**src/rtl/rtc_pkg.sv**
```systemverilog
package rtc_pkg;
  localparam int ADDR_W = 2;

  localparam logic [ADDR_W-1:0] A_COUNT  = 2'd0;
  localparam logic [ADDR_W-1:0] A_MATCH  = 2'd1;
  localparam logic [ADDR_W-1:0] A_STATUS = 2'd2;
  localparam logic [ADDR_W-1:0] A_DIVTRM = 2'd3;

  // event channel indices; enable of channel i sits at status bit i+N_EVT
  localparam int N_EVT  = 2;
  localparam int EV_ALM = 0;
  localparam int EV_SEC = 1;
  localparam int STAT_W = 2 * N_EVT;
endpackage

```
**src/rtl/rtc_prescaler.sv**
```systemverilog
module rtc_prescaler #(
  parameter int DIV_W   = 16,
  parameter int DEF_DIV = 32767
) (
  input  logic             clk,
  input  logic             rst_n,
  input  logic             restart,
  input  logic             use_default,
  input  logic [DIV_W-1:0] divisor,
  output logic             tick
);
  localparam logic [DIV_W-1:0] DEF_V = DIV_W'(DEF_DIV);

  logic [DIV_W-1:0] cnt_q, cnt_d, eff_div;
  logic             at_zero;

  always_comb begin
    eff_div = use_default ? DEF_V : divisor;
    at_zero = (cnt_q == '0);
    tick    = at_zero && !restart;
    if (restart || at_zero) cnt_d = eff_div;
    else                    cnt_d = cnt_q - 1'b1;
  end

  always_ff @(posedge clk or negedge rst_n) begin
    if (!rst_n) cnt_q <= DEF_V;
    else        cnt_q <= cnt_d;
  end
endmodule

```
**src/rtl/rtc_status.sv**
```systemverilog
module rtc_status
  import rtc_pkg::*;
(
  input  logic              clk,
  input  logic              rst_n,
  input  logic              wr,
  input  logic [STAT_W-1:0] wdata,
  input  logic [N_EVT-1:0]  evt,
  output logic [N_EVT-1:0]  flag,
  output logic [N_EVT-1:0]  en,
  output logic [N_EVT-1:0]  irq
);
  logic [N_EVT-1:0] flag_d, en_d;

  always_comb begin
    for (int i = 0; i < N_EVT; i++) begin
      flag_d[i] = flag[i];
      if (wr && wdata[i]) flag_d[i] = 1'b0;
      if (evt[i])         flag_d[i] = 1'b1;   // event beats clear
    end
    en_d = en;
    if (wr) en_d = wdata[STAT_W-1:N_EVT];
  end

  always_ff @(posedge clk or negedge rst_n) begin
    if (!rst_n) begin
      flag <= '0;
      en   <= '0;
    end else begin
      flag <= flag_d;
      if (wr) en <= en_d;
    end
  end

  for (genvar g = 0; g < N_EVT; g++) begin : g_irq
    assign irq[g] = flag[g] & en[g];
  end
endmodule

```
**src/rtl/rtc_seconds.sv**
```systemverilog
module rtc_seconds
  import rtc_pkg::*;
#(
  parameter int DATA_W  = 32,
  parameter int DIV_W   = 16,
  parameter int DEF_DIV = 32767
) (
  input  logic              clk,
  input  logic              rst_n,
  input  logic              reg_we,
  input  logic [ADDR_W-1:0] reg_addr,
  input  logic [DATA_W-1:0] reg_wdata,
  output logic [DATA_W-1:0] reg_rdata,
  output logic              irq_alarm,
  output logic              irq_tick
);
  // reset: asserted asynchronously, released through two flops
  logic [1:0] rst_sync;
  logic       rst_i_n;
  always_ff @(posedge clk or negedge rst_n) begin
    if (!rst_n) rst_sync <= 2'b00;
    else        rst_sync <= {rst_sync[0], 1'b1};
  end
  assign rst_i_n = rst_sync[1];

  logic              wr_cnt, wr_match, wr_stat, wr_div;
  logic [DATA_W-1:0] sec_q, sec_d, match_q, divtrm_q;
  logic              tick, alarm_evt;
  logic [N_EVT-1:0]  evt, flag, en, irq;

  always_comb begin
    wr_cnt   = reg_we && (reg_addr == A_COUNT);
    wr_match = reg_we && (reg_addr == A_MATCH);
    wr_stat  = reg_we && (reg_addr == A_STATUS);
    wr_div   = reg_we && (reg_addr == A_DIVTRM);
  end

  rtc_prescaler #(.DIV_W(DIV_W), .DEF_DIV(DEF_DIV)) u_pre (
    .clk         (clk),
    .rst_n       (rst_i_n),
    .restart     (wr_cnt),
    .use_default (divtrm_q == '0),
    .divisor     (divtrm_q[DIV_W-1:0]),
    .tick        (tick)
  );

  always_comb begin
    if (wr_cnt)    sec_d = reg_wdata;
    else if (tick) sec_d = sec_q + 1'b1;
    else           sec_d = sec_q;
    alarm_evt      = tick && ((sec_q + 1'b1) == match_q);
    evt            = '0;
    evt[EV_ALM]    = alarm_evt;
    evt[EV_SEC]    = tick;
  end

  always_ff @(posedge clk or negedge rst_i_n) begin
    if (!rst_i_n) begin
      sec_q    <= '0;
      match_q  <= '0;
      divtrm_q <= '0;
    end else begin
      if (wr_cnt || tick) sec_q    <= sec_d;
      if (wr_match)       match_q  <= reg_wdata;
      if (wr_div)         divtrm_q <= reg_wdata;
    end
  end

  rtc_status u_stat (
    .clk   (clk),
    .rst_n (rst_i_n),
    .wr    (wr_stat),
    .wdata (reg_wdata[STAT_W-1:0]),
    .evt   (evt),
    .flag  (flag),
    .en    (en),
    .irq   (irq)
  );

  assign irq_alarm = irq[EV_ALM];
  assign irq_tick  = irq[EV_SEC];

  always_comb begin
    reg_rdata = '0;
    case (reg_addr)
      A_COUNT:  reg_rdata = sec_q;
      A_MATCH:  reg_rdata = match_q;
      A_STATUS: reg_rdata[STAT_W-1:0] = {en, flag};
      default:  reg_rdata = divtrm_q;
    endcase
  end
endmodule

```
**config.mk**
```make
export PLATFORM = sky130hd
export DESIGN_NAME = rtc_seconds
export DESIGN_NICKNAME = d
export VERILOG_FILES = /design/src/rtl/rtc_pkg.sv /design/src/rtl/rtc_prescaler.sv /design/src/rtl/rtc_status.sv /design/src/rtl/rtc_seconds.sv
export SDC_FILE = /design/constraint.sdc
export NUM_CORES = 1
export LEC_CHECK = 0
export BUFFER_PORTS_ARGS = -buffer_cell sky130_fd_sc_hd__clkbuf_2
export CORE_MARGIN = 2
export CORE_UTILIZATION = 45
export DETAILED_ROUTE_END_ITERATION = 8
export HOLD_SLACK_MARGIN = 0.06
export PLACE_DENSITY_LB_ADDON = 0.25
export SLEW_MARGIN = 15
export SYNTH_ARGS = -nofsm -noshare
export SYNTH_HDL_FRONTEND = slang
export SYNTH_SLANG_ARGS = --single-unit
```
**constraint.sdc**
```tcl
create_clock -name clk -period 4.8 [get_ports clk]
set_clock_uncertainty 0.05 [all_clocks]
set_input_delay 0.48 -clock clk [delete_from_list [all_inputs] [get_ports clk]]
set_output_delay 0.48 -clock clk [all_outputs]
set_load 0.01 [all_outputs]
```
==> reports/results.txt <==
The largest individual stage delay along the critical path comes from the cell dfrtp_1. The floorplan step defined a die boundary enclosing 16500 sq um. The top cell type by total area after synthesis is dfrtp_1.

The number of global-route vias before repair is 5605, and the average cell area after synthesis is 10.2 sq um. The number of different library cells used by synthesis comes to 51. The tools report the count of max-cap constraint violations as 0. The latest clock arrival within the worst-skew pair is 0.42 ns, and the core area is 15200 sq um. The endpoint type of the worst setup path was a flop.

Number of flip-flops and latches in the synthesized netlist: 118. In this run the number of H-tree levels came out at 4. The logs give 0.459 for the initial core utilization and 0 for the number of failing setup endpoints in the final timing report. The placement row count was 45. The tools report the total iterations of the first detailed-routing run as 7. For this block, the initial DRC count from the detailed router was 277. IR analysis of the VDD net gives a maximum drop of 295 uV.

Measured along the y axis, the die boundary spans 129 um. The share of async-settable or async-resettable flops after synthesis works out to 1.00. The longest clock path from root to sink contains 2 buffers.

The number of antenna diodes is 0. Counting tap cells, the placed design contains a total of 905 instances. The finished layout holds 938 standard cells, fillers aside.

The run gives 0 as the number of buffers inserted to repair setup after CTS. After detailed routing, the number of vias per cell comes to 5.82. The smallest clock period supported by the final layout is computed as 2.97 ns. The run gives 5457 as the total vias in the final route. The clock-pin slew reported for the worst setup and hold paths after clock tree synthesis is 0.06 ns. The HPWL after detailed placement was 13.5 mm. The tools report the remaining max-slew budget at the tightest pin as 0.267.

Yosys attributes the largest share of cell area to dfrtp_1 (37%), mux2_2 (15%), xnor2_1 (8.7%). The number of nets handed over by synthesis was 723. The total count of hold-check failures in the final report was 0; the final net count was 777. For the count of hold buffers inserted by post-cts repair, the log shows 1. The tools report the largest net degree at the start of global routing as 72. Counting flops with a built-in enable in the synthesized netlist gives 0.

Based on the critical path, the design can be clocked at up to 337 MHz. The run gives 6980 sq um as the mapped cell area. The share of the yosys chip area belonging to registers came out at 0.426.

The number of instances resized during post-cts repair is 0. The signal on the critical path passes through ha_1, nand3_4, nor3_4, nand4_4, or3_1, a2111oi_2, nand3b_1, o41ai_2. Global routing finished with a remaining overflow of 0. The post-synthesis cell count was 683; the wire length of the first global-routing pass was 30.5 mm. For this design the top-level I/O count stands at 71.

The path class of the tightest hold or removal check is primary input to flop. Setup repair after global routing left no endpoint under its margin. In this run the worst path has a maximum fanout of 7. The final routed DRC violation total is 0.

The flow ran to the end, and the final reports show no timing, DRC or antenna violations. The gate family responsible for the most delay along the worst path is simple AND/OR/NAND/NOR gates. The number of warnings reported in the yosys synthesis log is 0, and the final core area utilization is 0.532.

For the final routed database, the setup TNS stands at 0 ns. The most used flip-flop cell after synthesis is dfrtp_1. At the pin with the least slew margin, the transition time is 1.09 ns. The combined global-route utilization of all metal layers came out at 0.239.

The number of CTS-inserted buffers is 17. The setup check on the worst reg-to-reg path leaves a slack of 1.83 ns. Once routing completed, OpenROAD measured the worst setup slack at 1.83 ns. Dividing the detail-routed wire length by the instance count gives 19.8 um. The final wirelength came out at 18.6 mm. The number of port buffers was 70; the stage delay of the slowest cell on the critical path was 0.45 ns.

The share of Yosys cell area claimed by the top area cell type was 0.369; the worst path required time was 5.07 ns. The chip width was 129 um. The worst path arrival time was 3.24 ns. The max-slew violation count is 0, and the cell area power density is 457 nW/um^2. The worst setup path is launched from a flop.

The run gives 3.30 nW as the leakage power of the design. The final weighted congestion in routability-driven placement is 0.930, and the initial antenna violation count is 0. The tools report the CTS root buffer as clkbuf_16. The setup slack at placement was 1.82 ns; the final critical-path share of the clock period was 0.618. The growth of design area from synthesis to finish was 15.9%. Ratio of cells with drive above 1 in the final layout: 0.309. For this design, the sink count on the clock tree is 118. TritonCTS built the clock tree. By startpoint and endpoint, the worst setup path is classified as flop to flop. The detail route stage leaves a number of antenna-violating nets equal to 0. The count of buffering cells on the critical path with inverters included was 0.
## kinds of logic (layout without fill, tap and decap cells)
kind of cell               Yosys count  in the layout  synth area share
AOI/OAI and AO/OA                   98             98            0.0934
xor gates and xnor gates            95             95             0.119
adders and majority gates            3              3           0.00538
buffers and inverters               49            116            0.0287
DFF                                118            118             0.426
muxes                               98             98             0.164
other                                1              1          0.000537
and+or+nand+nor                    221            221             0.163
## synthesized netlist by cell type, drive strengths merged (2+ instances only)
library cell / instances
nor2: 76
a22o: 29
mux4: 4
o21ai: 7
nand3: 18
a31oi: 2
clkbuf: 27
ha: 3
nor3: 13
dfstp: 15
or3: 2
inv: 4
nand2: 40
mux2: 92
or2: 3
a21oi: 49
mux2i: 2
nor2b: 4
buf: 18
xor2: 26
and3: 8
nor4: 18
xnor2: 69
dfrtp: 103
nand4: 18
o22ai: 2
nand3b: 6
and2: 5
nand2b: 2
and4: 5
## final cells by class
type / instances / area (sq um)
sequential: 118 / 2980
clock inverter: 8 / 120
multi-input combinational: 516 / 3810
inverter: 4 / 15.0
fill: 1385 / 7110
clock buffer: 24 / 502
timing repair buffer: 80 / 428
tap: 188 / 235
## state kept, by name, indices dropped and copies added (netlist names)
| signal | cells |
|---|---|
| match_q | 32 |
| rst_sync | 2 |
| u_stat.flag | 2 |
| u_pre.cnt_q | 16 |
| divtrm_q | 32 |
| sec_q | 32 |
| u_stat.en | 2 |
## report_power, final
part           total, mW  leakage, nW  switching, mW  internal (mW)
registers           1.51         1.35          0.284           1.23
logic              0.859         1.65          0.410          0.449
clock network       1.33        0.302          0.445          0.882
total               3.70         3.30           1.14           2.56
## layout by cell type, fill, tap and decap left out, types with 3 or more instances in the layout
cell	synthesis	final
nor4_1	18	18
nand3_1	16	16
and2_1	5	5
and4_1	5	5
clkbuf_2	0	70
mux2_2	92	92
clkinv_2	0	3
nand3b_1	6	6
buf_4	1	9
and3_1	8	8
nor3_1	11	11
dfstp_2	15	15
xor2_1	26	26
nand2_1	40	39
clkbuf_8	0	5
mux4_2	4	4
nor2_1	76	75
nand4_1	17	17
bufinv_16	0	3
dfrtp_1	103	102
o21ai_0	6	6
ha_1	3	3
a21oi_1	49	48
xnor2_1	69	69
nor2b_1	4	4
clkbuf_16	0	17
inv_1	4	4
a22o_1	29	29
## routing by layer
metal  up-vias  part of all wire  routed length (um)  GRT usage
met5         -                 0                   0          0
met3        38             0.041                 760     0.0541
met1      2748              0.45                8340      0.317
li1       2531                 -                   -          -
met4         0             0.026                 478     0.0882
met2       140              0.48                8990      0.387
## worst reg2reg max path, cell delays in order (launching register included)
cell	delay, ns
dfrtp_1	0.45
ha_1	0.34
nand3_4	0.17
nor3_4	0.39
nand4_4	0.18
or3_1	0.40
a2111oi_2	0.39
nand3b_1	0.17
o41ai_2	0.34
## per-stage QoR
| step | instance area [sq um] | hold slack (ns) | power, mW |
|---|---|---|---|
| finish | 8090 | 0.275 | 3.70 |
| global route | 8090 | 0.272 | 3.88 |
| CTS | 8090 | 0.255 | 3.71 |
| detailed placement | 7450 | 0.220 | 2.37 |
| global placement | 7450 | 0.216 | 2.35 |
| floorplan | 6980 | 0.134 | 2.10 |
## final timing paths
kind | start | cells past startpoint | to
setup / recovery | sec_q[0]$_DFFE_PN0P_ | 8 | u_stat.flag[0]$_DFFE_PN0P_
hold / removal | reg_wdata[29] | 2 | divtrm_q[29]$_DFFE_PN0P_
setup reg to reg | sec_q[0]$_DFFE_PN0P_ | 8 | u_stat.flag[0]$_DFFE_PN0P_
hold reg to reg | rst_sync[0]$_DFF_PN0_ | 0 | rst_sync[1]$_DFF_PN0_
max in group asynchronous | rst_sync[1]$_DFF_PN0_ | 1 | sec_q[11]$_DFFE_PN0P_
min in group asynchronous | rst_n | 2 | rst_sync[1]$_DFF_PN0_
Note: power is estimated with default switching activity, not from simulation.
